$ cat src/rtl/acc_link_pkg.sv
package acc_link_pkg;

    // Positions in the instruction's low field that select each operation
    localparam int unsigned CTRL_W      = 12;
    localparam int unsigned BIT_ZERO_AC = 11;
    localparam int unsigned BIT_ZERO_E  = 10;
    localparam int unsigned BIT_INV_AC  = 9;
    localparam int unsigned BIT_INV_E   = 8;
    localparam int unsigned BIT_ROR     = 7;
    localparam int unsigned BIT_ROL     = 6;
    localparam int unsigned BIT_INC     = 5;
    localparam int unsigned BIT_CHAR_IN = 11;

    typedef enum logic [3:0] {
        AOP_HOLD,
        AOP_ZERO,
        AOP_INC,
        AOP_AND,
        AOP_ADD,
        AOP_LOAD,
        AOP_CHAR,
        AOP_INV,
        AOP_ROR,
        AOP_ROL
    } acc_op_e;

    typedef struct packed {
        acc_op_e op;
        logic    e_zero;
        logic    e_flip;
    } acc_cmd_t;

endpackage

$ cat src/rtl/acc_link_decode.sv
module acc_link_decode
    import acc_link_pkg::*;
(
    input  logic              t5,
    input  logic              dec_and,
    input  logic              dec_add,
    input  logic              dec_lda,
    input  logic              rr_stb,
    input  logic              io_stb,
    input  logic [CTRL_W-1:0] ctrl,
    output acc_cmd_t          cmd
);

    logic skip_bits_unused;
    assign skip_bits_unused = ^ctrl[4:0];

    always_comb begin
        cmd.op     = AOP_HOLD;
        cmd.e_zero = rr_stb & ctrl[BIT_ZERO_E];
        cmd.e_flip = rr_stb & ctrl[BIT_INV_E];
        if (rr_stb && ctrl[BIT_ZERO_AC])
            cmd.op = AOP_ZERO;
        else if (rr_stb && ctrl[BIT_INC])
            cmd.op = AOP_INC;
        else if (t5 && dec_and)
            cmd.op = AOP_AND;
        else if (t5 && dec_add)
            cmd.op = AOP_ADD;
        else if (t5 && dec_lda)
            cmd.op = AOP_LOAD;
        else if (io_stb && ctrl[BIT_CHAR_IN])
            cmd.op = AOP_CHAR;
        else if (rr_stb && ctrl[BIT_INV_AC])
            cmd.op = AOP_INV;
        else if (rr_stb && ctrl[BIT_ROR])
            cmd.op = AOP_ROR;
        else if (rr_stb && ctrl[BIT_ROL])
            cmd.op = AOP_ROL;
    end

endmodule

$ cat src/rtl/acc_link_alu.sv
module acc_link_alu
    import acc_link_pkg::*;
#(
    parameter int unsigned ACC_W  = 16,
    parameter int unsigned CHAR_W = 8
) (
    input  acc_op_e           op,
    input  logic [ACC_W-1:0]  acc,
    input  logic              link,
    input  logic [ACC_W-1:0]  dr,
    input  logic [CHAR_W-1:0] chr,
    output logic [ACC_W-1:0]  acc_nxt,
    output logic              link_new,
    output logic              link_upd
);

    localparam logic [ACC_W-1:0] ONE = {{(ACC_W-1){1'b0}}, 1'b1};

    logic [ACC_W:0]   sum;
    logic [ACC_W-1:0] chr_merged;

    assign sum = {1'b0, acc} + {1'b0, dr};

    generate
        if (CHAR_W < ACC_W) begin : g_narrow_char
            assign chr_merged = {acc[ACC_W-1:CHAR_W], chr};
        end else begin : g_full_char
            assign chr_merged = chr[ACC_W-1:0];
        end
    endgenerate

    always_comb begin
        acc_nxt  = acc;
        link_new = link;
        link_upd = 1'b0;
        unique case (op)
            AOP_ZERO: acc_nxt = '0;
            AOP_INC:  acc_nxt = acc + ONE;
            AOP_AND:  acc_nxt = acc & dr;
            AOP_ADD: begin
                acc_nxt  = sum[ACC_W-1:0];
                link_new = sum[ACC_W];
                link_upd = 1'b1;
            end
            AOP_LOAD: acc_nxt = dr;
            AOP_CHAR: acc_nxt = chr_merged;
            AOP_INV:  acc_nxt = ~acc;
            AOP_ROR: begin
                acc_nxt  = {link, acc[ACC_W-1:1]};
                link_new = acc[0];
                link_upd = 1'b1;
            end
            AOP_ROL: begin
                acc_nxt  = {acc[ACC_W-2:0], link};
                link_new = acc[ACC_W-1];
                link_upd = 1'b1;
            end
            default: acc_nxt = acc;
        endcase
    end

endmodule

$ cat src/rtl/acc_link_state.sv
module acc_link_state #(
    parameter int unsigned ACC_W = 16
) (
    input  logic             clk,
    input  logic             rst,
    input  logic [ACC_W-1:0] acc_d,
    input  logic             e_zero,
    input  logic             e_flip,
    input  logic             link_upd,
    input  logic             link_new,
    output logic [ACC_W-1:0] acc_q,
    output logic             link_q
);

    logic link_d;

    always_comb begin
        if (e_zero)
            link_d = 1'b0;
        else if (e_flip)
            link_d = ~link_q;
        else if (link_upd)
            link_d = link_new;
        else
            link_d = link_q;
    end

    always_ff @(posedge clk) begin
        if (rst) begin
            acc_q  <= '0;
            link_q <= 1'b0;
        end else begin
            acc_q  <= acc_d;
            link_q <= link_d;
        end
    end

endmodule

$ cat src/rtl/acc_link_unit.sv
module acc_link_unit
    import acc_link_pkg::*;
#(
    parameter int unsigned ACC_W  = 16,
    parameter int unsigned CHAR_W = 8
) (
    input  logic              clk,
    input  logic              rst,
    input  logic [ACC_W-1:0]  dr,
    input  logic [CHAR_W-1:0] inpr,
    input  logic              dec_and,
    input  logic              dec_add,
    input  logic              dec_lda,
    input  logic              t5,
    input  logic              rr_stb,
    input  logic              io_stb,
    input  logic [11:0]       ctrl,
    output logic [ACC_W-1:0]  acc_q,
    output logic              link_q,
    output logic              acc_zero,
    output logic              acc_neg,
    output logic              link_zero
);

    acc_cmd_t         cmd;
    logic [ACC_W-1:0] acc_nxt;
    logic             link_new;
    logic             link_upd;

    acc_link_decode u_dec (
        .t5      (t5),
        .dec_and (dec_and),
        .dec_add (dec_add),
        .dec_lda (dec_lda),
        .rr_stb  (rr_stb),
        .io_stb  (io_stb),
        .ctrl    (ctrl),
        .cmd     (cmd)
    );

    acc_link_alu #(.ACC_W(ACC_W), .CHAR_W(CHAR_W)) u_alu (
        .op       (cmd.op),
        .acc      (acc_q),
        .link     (link_q),
        .dr       (dr),
        .chr      (inpr),
        .acc_nxt  (acc_nxt),
        .link_new (link_new),
        .link_upd (link_upd)
    );

    acc_link_state #(.ACC_W(ACC_W)) u_state (
        .clk      (clk),
        .rst      (rst),
        .acc_d    (acc_nxt),
        .e_zero   (cmd.e_zero),
        .e_flip   (cmd.e_flip),
        .link_upd (link_upd),
        .link_new (link_new),
        .acc_q    (acc_q),
        .link_q   (link_q)
    );

    assign acc_zero  = ~|acc_q;
    assign acc_neg   = acc_q[ACC_W-1];
    assign link_zero = ~link_q;

endmodule

$ cat config.mk
export PLATFORM = sky130hd
export DESIGN_NAME = acc_link_unit
export DESIGN_NICKNAME = d
export VERILOG_FILES = /design/src/rtl/acc_link_pkg.sv /design/src/rtl/acc_link_decode.sv /design/src/rtl/acc_link_alu.sv /design/src/rtl/acc_link_state.sv /design/src/rtl/acc_link_unit.sv
export SDC_FILE = /design/constraint.sdc
export NUM_CORES = 1
export LEC_CHECK = 0
export BUFFER_PORTS_ARGS = -buffer_cell sky130_fd_sc_hd__buf_2
export CAP_MARGIN = 20
export CORE_ASPECT_RATIO = 0.8
export CORE_MARGIN = 1.5
export CORE_UTILIZATION = 40
export CTS_CLUSTER_SIZE = 8
export DETAILED_ROUTE_END_ITERATION = 8
export GPL_TIMING_DRIVEN = 0
export SYNTH_ARGS = -nofsm -noshare
export SYNTH_HDL_FRONTEND = slang
export SYNTH_SLANG_ARGS = --single-unit
export TNS_END_PERCENT = 20
$ cat constraint.sdc
create_clock -name clk -period 3.1 [get_ports clk]
set_clock_uncertainty 0.2 [all_clocks]
set_input_delay 0.775 -clock clk [delete_from_list [all_inputs] [get_ports clk]]
set_output_delay 0.775 -clock clk [all_outputs]
set_load 0.02 [all_outputs]
==> results.cfg <==
[pwr]
p_leak_nw = 1.21
clockPowerShare_pct = 18.5
combPwrFrac_pct = 52.0
p_sw_share_pct = 46.1
p_seq_share_pct = 29.5
ir_drop_mv = 0.200
p_sw_w = 0.000462
cellInternalPower_w = 0.000540
power_density_nw_per_um2 = 336

[setup_path]
cp.depth = 10
crit-reg2reg-launch = u_state.acc_q[0]
critPathKind = input port to register
cp-start-kind = input port
cpLargestDelayFamily = compound AO/OA/AOI/OAI gates
crit_start = dr[0]
critPathArrivalTime_ps = 2990
worstPathCellList = buf_2 > ha_1 > fa_2 > a211oi_4 > o21ai_2 > a311oi_2 > o21ai_0 > xor2_1 > nand2_1 > a41oi_1
critPathMaxStageDelay_ps = 410
worst_ep_required_time_ps = 3080
cp_slowest_cell = fa_2
r2r_cells = 9
critPathMaxFanout = 3
end_kind = register
path_buf_inv = 1

[hold_path]
min_path_type = register to register
worstHoldPathCells = 2
hp-start = u_state.acc_q[9]

[floorplan]
pin_count = 64
die_area_um2 = 6670
die_w_um = 90.9
initial_core_util_pct = 41.6
dieHeight_um = 73.3
rows = 25
core_area_um2 = 5940

[timing]
max_slew.worst_pin.slew_ps = 646
final_max_slew_viol_count = 0
period_share_pct = 96.8
max_freq_mhz = 333
slew-limit-headroom_pct = 56.6
holdWs_ps = 455
final-setup-viol-count = 0
tns_ps = 0
rsz0062_at_grt = no
timing.final.hold_violations = 0
fin_crit_ps = 3000

[route]
num_vias = 3070
drc_errors = 0
wire_per_inst_um = 19.3
routed_via_density = 6.42
drt_iter0_drc = 314
wl_met1_um = 4240
first_pass_iters = 5
highest_layer = met4
route.met3.wl_um = 794
wl_met2_um = 4080
antenna_left = 0
wirelength_um = 9210

[clock_tree]
cts.sinks = 17
cts_made_buffers = 3
cts_root_buf = clkbuf_8
path_clk_slew_ps = 80
cts_hold_buf = 0
clk_latency_ps = 260
cts_max_level = 1
cts_tree = yes
cts_buffer_depth = 2

[yosys]
ys_types = 57
synth_warnings = 0
mappedNetlistArea_um2 = 2470
ys_seq_elements = 17
synth_flop_cell = dfxtp_1
syn-num-nets = 397
syn_inst = 334
synth-edff-count = 0
yosysSeqAreaShare_pct = 13.8
avgSynthCellArea_um2 = 7.41
async_reset_ff_share_pct = 0

[layout]
area_delta_synth_final_pct = 20.4
drive_gt1_share_pct = 21.7
finalInstanceArea_um2 = 2980
mostFrequentLayoutCell = buf_2
num-nets-final = 461
final_cells = 478
num_antenna_cells = 0
layout_common_cells = buf_2 (60), nand2_1 (33), a21oi_1 (25)

[global_routing]
grt_pass1_wl_um = 14800
grt_use_total_pct = 28.0
first_global_vias = 2924
antenna_found_initial = 0
grt_max_degree = 20
overflow = 0

[status]
status = finished clean

[placed_design]
place_area_um2 = 2860
gp_congestion = 0.881
dp.cells = 471
portBuffers = 56
dp_hpwl_um = 6850

[flow_run]
drv_cap = 0
[logic make-up after synthesis]
logic type                 Yosys count  share of synthesized area, %
AOI/OAI and AO/OA                  138                          40.4
and+or+nand+nor                    113                          24.6
buffers and inverters               30                          5.21
adders and majority gates           19                          9.91
DFF                                 17                          13.8
xor gates and xnor gates            16                          5.66
muxes                                1                         0.405
[routing by layer]
| metal | GRT usage, % | vias to the layer above |
|---|---|---|
| li1 | - | 1462 |
| met1 | 38.8 | 1451 |
| met2 | 44.1 | 149 |
| met3 | 5.59 | 8 |
| met4 | 8.16 | 0 |
| met5 | 0 | - |
[sequential cells by signal, indices dropped and copies added (netlist names)]
name	count
u_state.acc_q	16
u_state.link_q	1
[what timing repair did]
item / CTS / global route
pin swaps: 0 / 4
gates resized for setup: 5 / 8
setup endpoints to repair: 13 / 16
cloned: 0 / 0
setup buffers: 0 / 4
[worst paths after layout]
check,slack (ps),end
worst max register to register,240,u_state.acc_q[14]
worst min register to register,450,u_state.acc_q[9]
worst max-delay path,100,u_state.acc_q[14]
worst min-delay path,450,u_state.acc_q[9]
[worst register-to-register path, cell delays in order (launching register included)]
cell,delay (ps)
dfxtp_1,430
ha_1,290
fa_2,410
a211oi_4,340
o21ai_2,150
a311oi_2,370
o21ai_0,170
xor2_1,150
nand2_1,60
a41oi_1,220
[Yosys cell counts, drive strengths merged, types with 6 or more instances]
master | number | area (um2)
a211oi | 8 | 60.1
a21oi | 26 | 130
a221o | 6 | 60.1
a221oi | 7 | 61.3
a222oi | 13 | 130
a22oi | 6 | 45.0
a31oi | 15 | 93.8
and2 | 6 | 37.5
and3 | 6 | 37.5
buf | 8 | 46.3
clkbuf | 10 | 37.5
dfxtp | 17 | 340
ha | 18 | 225
inv | 12 | 45.0
nand2 | 33 | 124
nand3 | 12 | 60.1
nor2 | 20 | 75.1
nor3 | 6 | 30.0
nor4 | 6 | 73.8
o21ai | 22 | 110
xnor2 | 10 | 87.6
xor2 | 6 | 52.6
[power groups by stage]
stage	combinational (W)	sequential [W]	clock [W]
3_5_place_dp	0.000487	0.000299	0
5_1_grt	0.000567	0.000301	0.000201
6_report	0.000522	0.000296	0.000185
3_3_place_gp	0.000482	0.000298	0
4_1_cts	0.000495	0.000293	0.000191
2_1_floorplan	0.000317	0.000310	0
[area by class of cell]
cell class,count,area (um2)
buffer,17,81.3
clock buffer,3,41.3
clock inverter,1,5.00
fill,607,2960
inverter,12,45.0
multi-input combinational,287,2050
sequential,17,340
tap,81,101
timing repair buffer,60,310
[per-stage QoR]
| stage | total power, W | worst slack [ps] | util (%) |
|---|---|---|---|
| final | 0.00100 | 98.2 | 50.1 |
| after global routing | 0.00107 | 12.7 | 50.1 |
| after CTS | 0.000979 | 29.7 | 49.1 |
| after detailed placement | 0.000786 | -487 | 48.0 |
| after global placement | 0.000780 | -494 | 48.0 |
| after floorplan | 0.000627 | 210 | - |
Note: power is estimated with default switching activity, not from simulation.
